[src/rtl/fwg_seq.sv]
`timescale 1ns/1ps
module fwg_seq #(
  parameter int CYC_PER_US     = 100,
  parameter int BIT_US         = 2,
  parameter int LEAD_US        = 4,
  parameter int TAIL_US        = 2,
  parameter int STEP_SETTLE_US = 18000,
  parameter int SEL_SETTLE_US  = 100,
  parameter int HOLD_US        = 650
)(
  input  logic clk,
  input  logic rst_n,
  input  logic step_i,
  input  logic sel_i,
  input  logic start_i,
  input  logic last_trk_i,
  input  logic bit_i,
  input  logic bit_last_i,
  input  logic bit_valid_i,
  output logic bit_ready_o,
  output logic wgate_n_o,
  output logic wpulse_o,
  output logic busy_o,
  output logic underrun_o
);
  localparam int BIT_CYC   = BIT_US * CYC_PER_US;
  localparam int PULSE_CYC = CYC_PER_US / 2;
  localparam int LEAD_CYC  = LEAD_US * CYC_PER_US;
  localparam int TAIL_CYC  = TAIL_US * CYC_PER_US;
  localparam int HOLD_CYC  = HOLD_US * CYC_PER_US;
  localparam int STEP_CYC  = STEP_SETTLE_US * CYC_PER_US;
  localparam int SEL_CYC   = SEL_SETTLE_US * CYC_PER_US;
  localparam int CW = $clog2(LEAD_CYC + BIT_CYC + TAIL_CYC + HOLD_CYC + 1);
  localparam int TW = $clog2(STEP_CYC + SEL_CYC + 1);

  typedef enum logic [2:0] {IDLE, SETTLE, GATE_ON, SHIFT, GATE_OFF, HOLD} st_t;

  st_t st;
  logic [CW-1:0] cnt;
  logic [TW-1:0] step_tmr, sel_tmr;
  logic pulse_q, last_q, hold_q, urun_q;

  wire timers_clr = (step_tmr == '0) && (sel_tmr == '0);
  wire cell_start = (st == SHIFT) && (cnt == '0);

  always_ff @(posedge clk or negedge rst_n) begin
    if (!rst_n) begin
      step_tmr <= '0;
      sel_tmr  <= '0;
    end else begin
      if (step_i) step_tmr <= TW'(STEP_CYC);
      else if (step_tmr != '0) step_tmr <= step_tmr - 1'b1;
      if (sel_i) sel_tmr <= TW'(SEL_CYC);
      else if (sel_tmr != '0) sel_tmr <= sel_tmr - 1'b1;
    end
  end

  always_ff @(posedge clk or negedge rst_n) begin
    if (!rst_n) begin
      st      <= IDLE;
      cnt     <= '0;
      pulse_q <= 1'b0;
      last_q  <= 1'b0;
      hold_q  <= 1'b0;
      urun_q  <= 1'b0;
    end else begin
      case (st)
        IDLE: if (start_i) begin
          st     <= SETTLE;
          hold_q <= last_trk_i;
          urun_q <= 1'b0;
          last_q <= 1'b0;
        end
        SETTLE: if (timers_clr) begin
          st  <= GATE_ON;
          cnt <= '0;
        end
        GATE_ON: begin
          if (cnt == CW'(LEAD_CYC - 1)) begin
            st  <= SHIFT;
            cnt <= '0;
          end else cnt <= cnt + 1'b1;
        end
        SHIFT: begin
          if (cnt == '0) begin
            if (bit_valid_i) begin
              pulse_q <= bit_i;
              last_q  <= bit_last_i;
              cnt     <= CW'(1);
            end else begin
              st     <= GATE_OFF;
              urun_q <= 1'b1;
            end
          end else begin
            if (cnt == CW'(PULSE_CYC)) pulse_q <= 1'b0;
            if (cnt == CW'(BIT_CYC - 1)) begin
              cnt <= '0;
              if (last_q) st <= GATE_OFF;
            end else cnt <= cnt + 1'b1;
          end
        end
        GATE_OFF: begin
          if (cnt == CW'(TAIL_CYC - 1)) begin
            cnt <= '0;
            st  <= hold_q ? HOLD : IDLE;
          end else cnt <= cnt + 1'b1;
        end
        HOLD: begin
          if (cnt == CW'(HOLD_CYC - 1)) begin
            cnt <= '0;
            st  <= IDLE;
          end else cnt <= cnt + 1'b1;
        end
        default: st <= IDLE;
      endcase
    end
  end

  assign bit_ready_o = cell_start;
  assign wgate_n_o   = !((st == GATE_ON) || (st == SHIFT));
  assign wpulse_o    = pulse_q;
  assign busy_o      = (st != IDLE);
  assign underrun_o  = urun_q;
endmodule

[config.mk]
export PLATFORM = sky130hd
export DESIGN_NAME = fwg_seq
export DESIGN_NICKNAME = d
export VERILOG_FILES = /design/src/rtl/fwg_seq.sv
export SDC_FILE = /design/constraint.sdc
export NUM_CORES = 1
export LEC_CHECK = 0
export CORE_ASPECT_RATIO = 0.8
export CORE_MARGIN = 2
export CORE_UTILIZATION = 69
export DETAILED_ROUTE_END_ITERATION = 12
export DONT_BUFFER_PORTS = 1
export HOLD_SLACK_MARGIN = 0.12
export PLACE_DENSITY = 0.85
export RECOVER_POWER = 25
export SETUP_SLACK_MARGIN = 0.05
export SYNTH_ARGS = -nofsm -noshare
export SYNTH_HDL_FRONTEND = slang
export SYNTH_SLANG_ARGS = --single-unit
[constraint.sdc]
create_clock -name clk -period 6.4 [get_ports clk]
set_input_delay 0.96 -clock clk [delete_from_list [all_inputs] [get_ports clk]]
set_output_delay 0.96 -clock clk [all_outputs]
set_load 0.02 [all_outputs]
==> results.yml <==
run_status:
  status: "finished, final reports clean"
timing:
  setup_tns_ns: 0
  finalCritPeriodShare: 0.550
  fmax_ghz: 0.284
  finClkSkew_ns: 0.0118
  relSlewSlack: 0.446
  setup-violations-final: 0
  rsz0062_at_grt: "false"
  tightest_slew_ns: 0.823
  fin_ws_ns: 2.88
  hold_viol: 0
  slew_viol_final: 0
  min_period_ns: 3.52
global_routing:
  overflow: 0
  grt_use_total: 0.282
  grt_pass1_wl_um: 13800
  grt_pass1_vias: 3005
  antenna_found_initial: 0
  grt_start_max_net_pins: 67
yosys:
  syn_area_sq_mm: 0.00388
  async_flop_share: 1.00
  avgSynthCellArea_sq_um: 9.20
  synth_edf_count: 0
  synthDistinctLibCells: 60
  synth.ff_latch_count: 66
  synth_top_flop_cell: "dfrtp_1"
  ys.warnings.count: 0
  synth_seq_area_share: 0.426
  synthCells: 422
  synth_nets: 439
clock_tree:
  clkTransAtPathRegs_ns: 0.08
  cts_buffer_depth: 2
  htree_levels: 3
  tritoncts: "yes"
  clk_latency_ns: 0.35
  hold_buffers: 0
  cts-buffers-inserted: 9
  cts_resized: 0
  post-cts-setup-buffers: 0
  root_buffer: "clkbuf_8"
  clock_sinks: 66
setup_path:
  path_max_fanout: 7
  critPathLaunchType: "flop"
  cp.required_ns: 5.44
  arrival_ns: 2.56
  end_kind: "primary output"
  critPathKind: "flop to primary output"
final_layout:
  register_area_sq_mm: 0.00165
  diodes: 0
  multiInputGateArea_sq_mm: 0.00208
  syn_to_final_growth_pct: 5.38
  drive_above_1_share: 0.0808
  layout_common_cells: "dfrtp_1 (66), nor2_1 (39), nand2_1 (24), nor3_1 (24), o21ai_0 (24)"
  fin_nets: 433
  fillers: 386
  final_common_cell: "dfrtp_1"
power:
  powerDensity_mw_per_mm2: 287
  ir_worst_vdd_v: 0.000149
  leakage_nw: 1.51
routing:
  via_count: 3223
  first_pass_iters: 5
  wl_per_cell_um: 16.3
  ant_nets: 0
  route.met3.wl_um: 535
  drc: 0
  highest_layer: "met4"
  wl_met2_um: 3650
  drtIter0Drc: 281
  wl_met1_um: 3840
  drt_wl_total_um: 8150
  vias_per_cell: 6.46
die:
  rows: 24
  die_h_um: 71.1
  fp.dieArea_sq_mm: 0.00624
  start_util: 0.714
  die_x_um: 87.9
  io_pins: 14
  core_region_area_sq_mm: 0.00544
worst_hold_path:
  hold_class: "input port to asynchronous set/reset pin"
placed_design:
  pre_cts_slack_ns: 3.38
  dp_hpwl_um: 5500
  place.gp.congestion: 0.843
  io_buffers: 0
run:
  maxCapViolations: 0
## registers in the layout, indices dropped and copies added (netlist names)
name / cells
hold_q: 1
step_tmr: 21
underrun_o: 1
sel_tmr: 21
last_q: 1
wpulse_o: 1
cnt: 17
st: 3
## power by group
part / internal [mW] / leakage (nW) / switching [mW]
sequential: 0.491 / 0.792 / 0.127
clock: 0.179 / 0.0893 / 0.158
combinational: 0.0994 / 0.628 / 0.120
## per-stage QoR
step	cells	area, sq um	util	power, mW	hold WS, ns
finish	499	4090	0.753	1.17	0.299
floorplan	422	3880	-	0.769	0.485
detailed placement	483	3900	0.718	0.830	0.514
global route	499	4090	0.753	1.24	0.282
global placement	483	3900	0.718	0.812	0.510
CTS	499	4090	0.753	1.17	0.290
## cell type report
type / count / area share
Clock buffer: 11 / 0.0321
Clock inverter: 5 / 0.0135
Inverter: 17 / 0.0156
Multi-Input combinational cell: 321 / 0.509
Sequential cell: 66 / 0.404
Tap cell: 78 / 0.0239
Timing Repair Buffer: 1 / 0.00184
## metal layers
metal | vias up | GRT usage
li1 | 1543 | -
met1 | 1543 | 0.403
met2 | 123 | 0.419
met3 | 14 | 0.0747
met4 | 0 | 0.0940
met5 | - | 0
## critical path, cell delays in order (launching register included)
cell and delay, ns:
dfrtp_1 0.46, nor4_1 0.75, nand2_1 0.21, or4b_1 0.60
inv_1 0.19
## cell usage after synthesis, drive strengths merged, types with 2 or more instances
| library cell | n | area share |
|---|---|---|
| a211oi | 3 | 0.0058 |
| a21oi | 23 | 0.030 |
| a31oi | 12 | 0.019 |
| and3 | 5 | 0.0081 |
| buf | 5 | 0.0087 |
| clkbuf | 13 | 0.013 |
| dfrtp | 66 | 0.43 |
| ha | 8 | 0.026 |
| inv | 17 | 0.016 |
| nand2 | 24 | 0.023 |
| nand2b | 15 | 0.024 |
| nand3 | 14 | 0.018 |
| nand4 | 5 | 0.0081 |
| nand4b | 5 | 0.011 |
| nor2 | 39 | 0.038 |
| nor2b | 3 | 0.0048 |
| nor3 | 26 | 0.039 |
| nor3b | 2 | 0.0039 |
| nor4 | 19 | 0.034 |
| nor4b | 3 | 0.0068 |
| nor4bb | 2 | 0.0052 |
| o211ai | 3 | 0.0058 |
| o21a | 3 | 0.0058 |
| o21ai | 25 | 0.032 |
| o21bai | 2 | 0.0039 |
| o22ai | 3 | 0.0048 |
| o2bb2ai | 2 | 0.0045 |
| o311ai | 3 | 0.018 |
| o31ai | 2 | 0.0039 |
| or2 | 5 | 0.0081 |
| or3 | 8 | 0.013 |
| or3b | 5 | 0.011 |
| or4 | 11 | 0.022 |
| or4b | 3 | 0.0087 |
| xnor2 | 16 | 0.036 |
| xor2 | 9 | 0.020 |
## final timing paths
path	startpoint	end	slack, ns	cells past startpoint
setup / recovery	cnt[12]$_DFFE_PN0P_	bit_ready_o	2.88	4
hold / removal	rst_n	sel_tmr[10]$_DFFE_PN0P_	0.30	0
setup reg to reg	sel_tmr[0]$_DFFE_PN0P_	cnt[7]$_DFFE_PN0P_	3.34	7
hold reg to reg	step_tmr[18]$_DFFE_PN0P_	step_tmr[18]$_DFFE_PN0P_	0.55	2
max in group asynchronous	rst_n	step_tmr[8]$_DFFE_PN0P_	5.99	0
min in group clk	step_tmr[18]$_DFFE_PN0P_	step_tmr[18]$_DFFE_PN0P_	0.55	2
## cell families (layout without fill, tap and decap cells)
logic type / after synthesis / count (layout) / synth area share
DFF: 66 / 66 / 0.426
muxes: 2 / 2 / 0.00548
buffers and inverters: 35 / 34 / 0.0377
xor gates and xnor gates: 25 / 25 / 0.0564
and+or+nand+nor: 197 / 197 / 0.295
adders and majority gates: 8 / 8 / 0.0258
AOI/OAI and AO/OA: 89 / 89 / 0.154
Power figures use the tool's default switching activity.
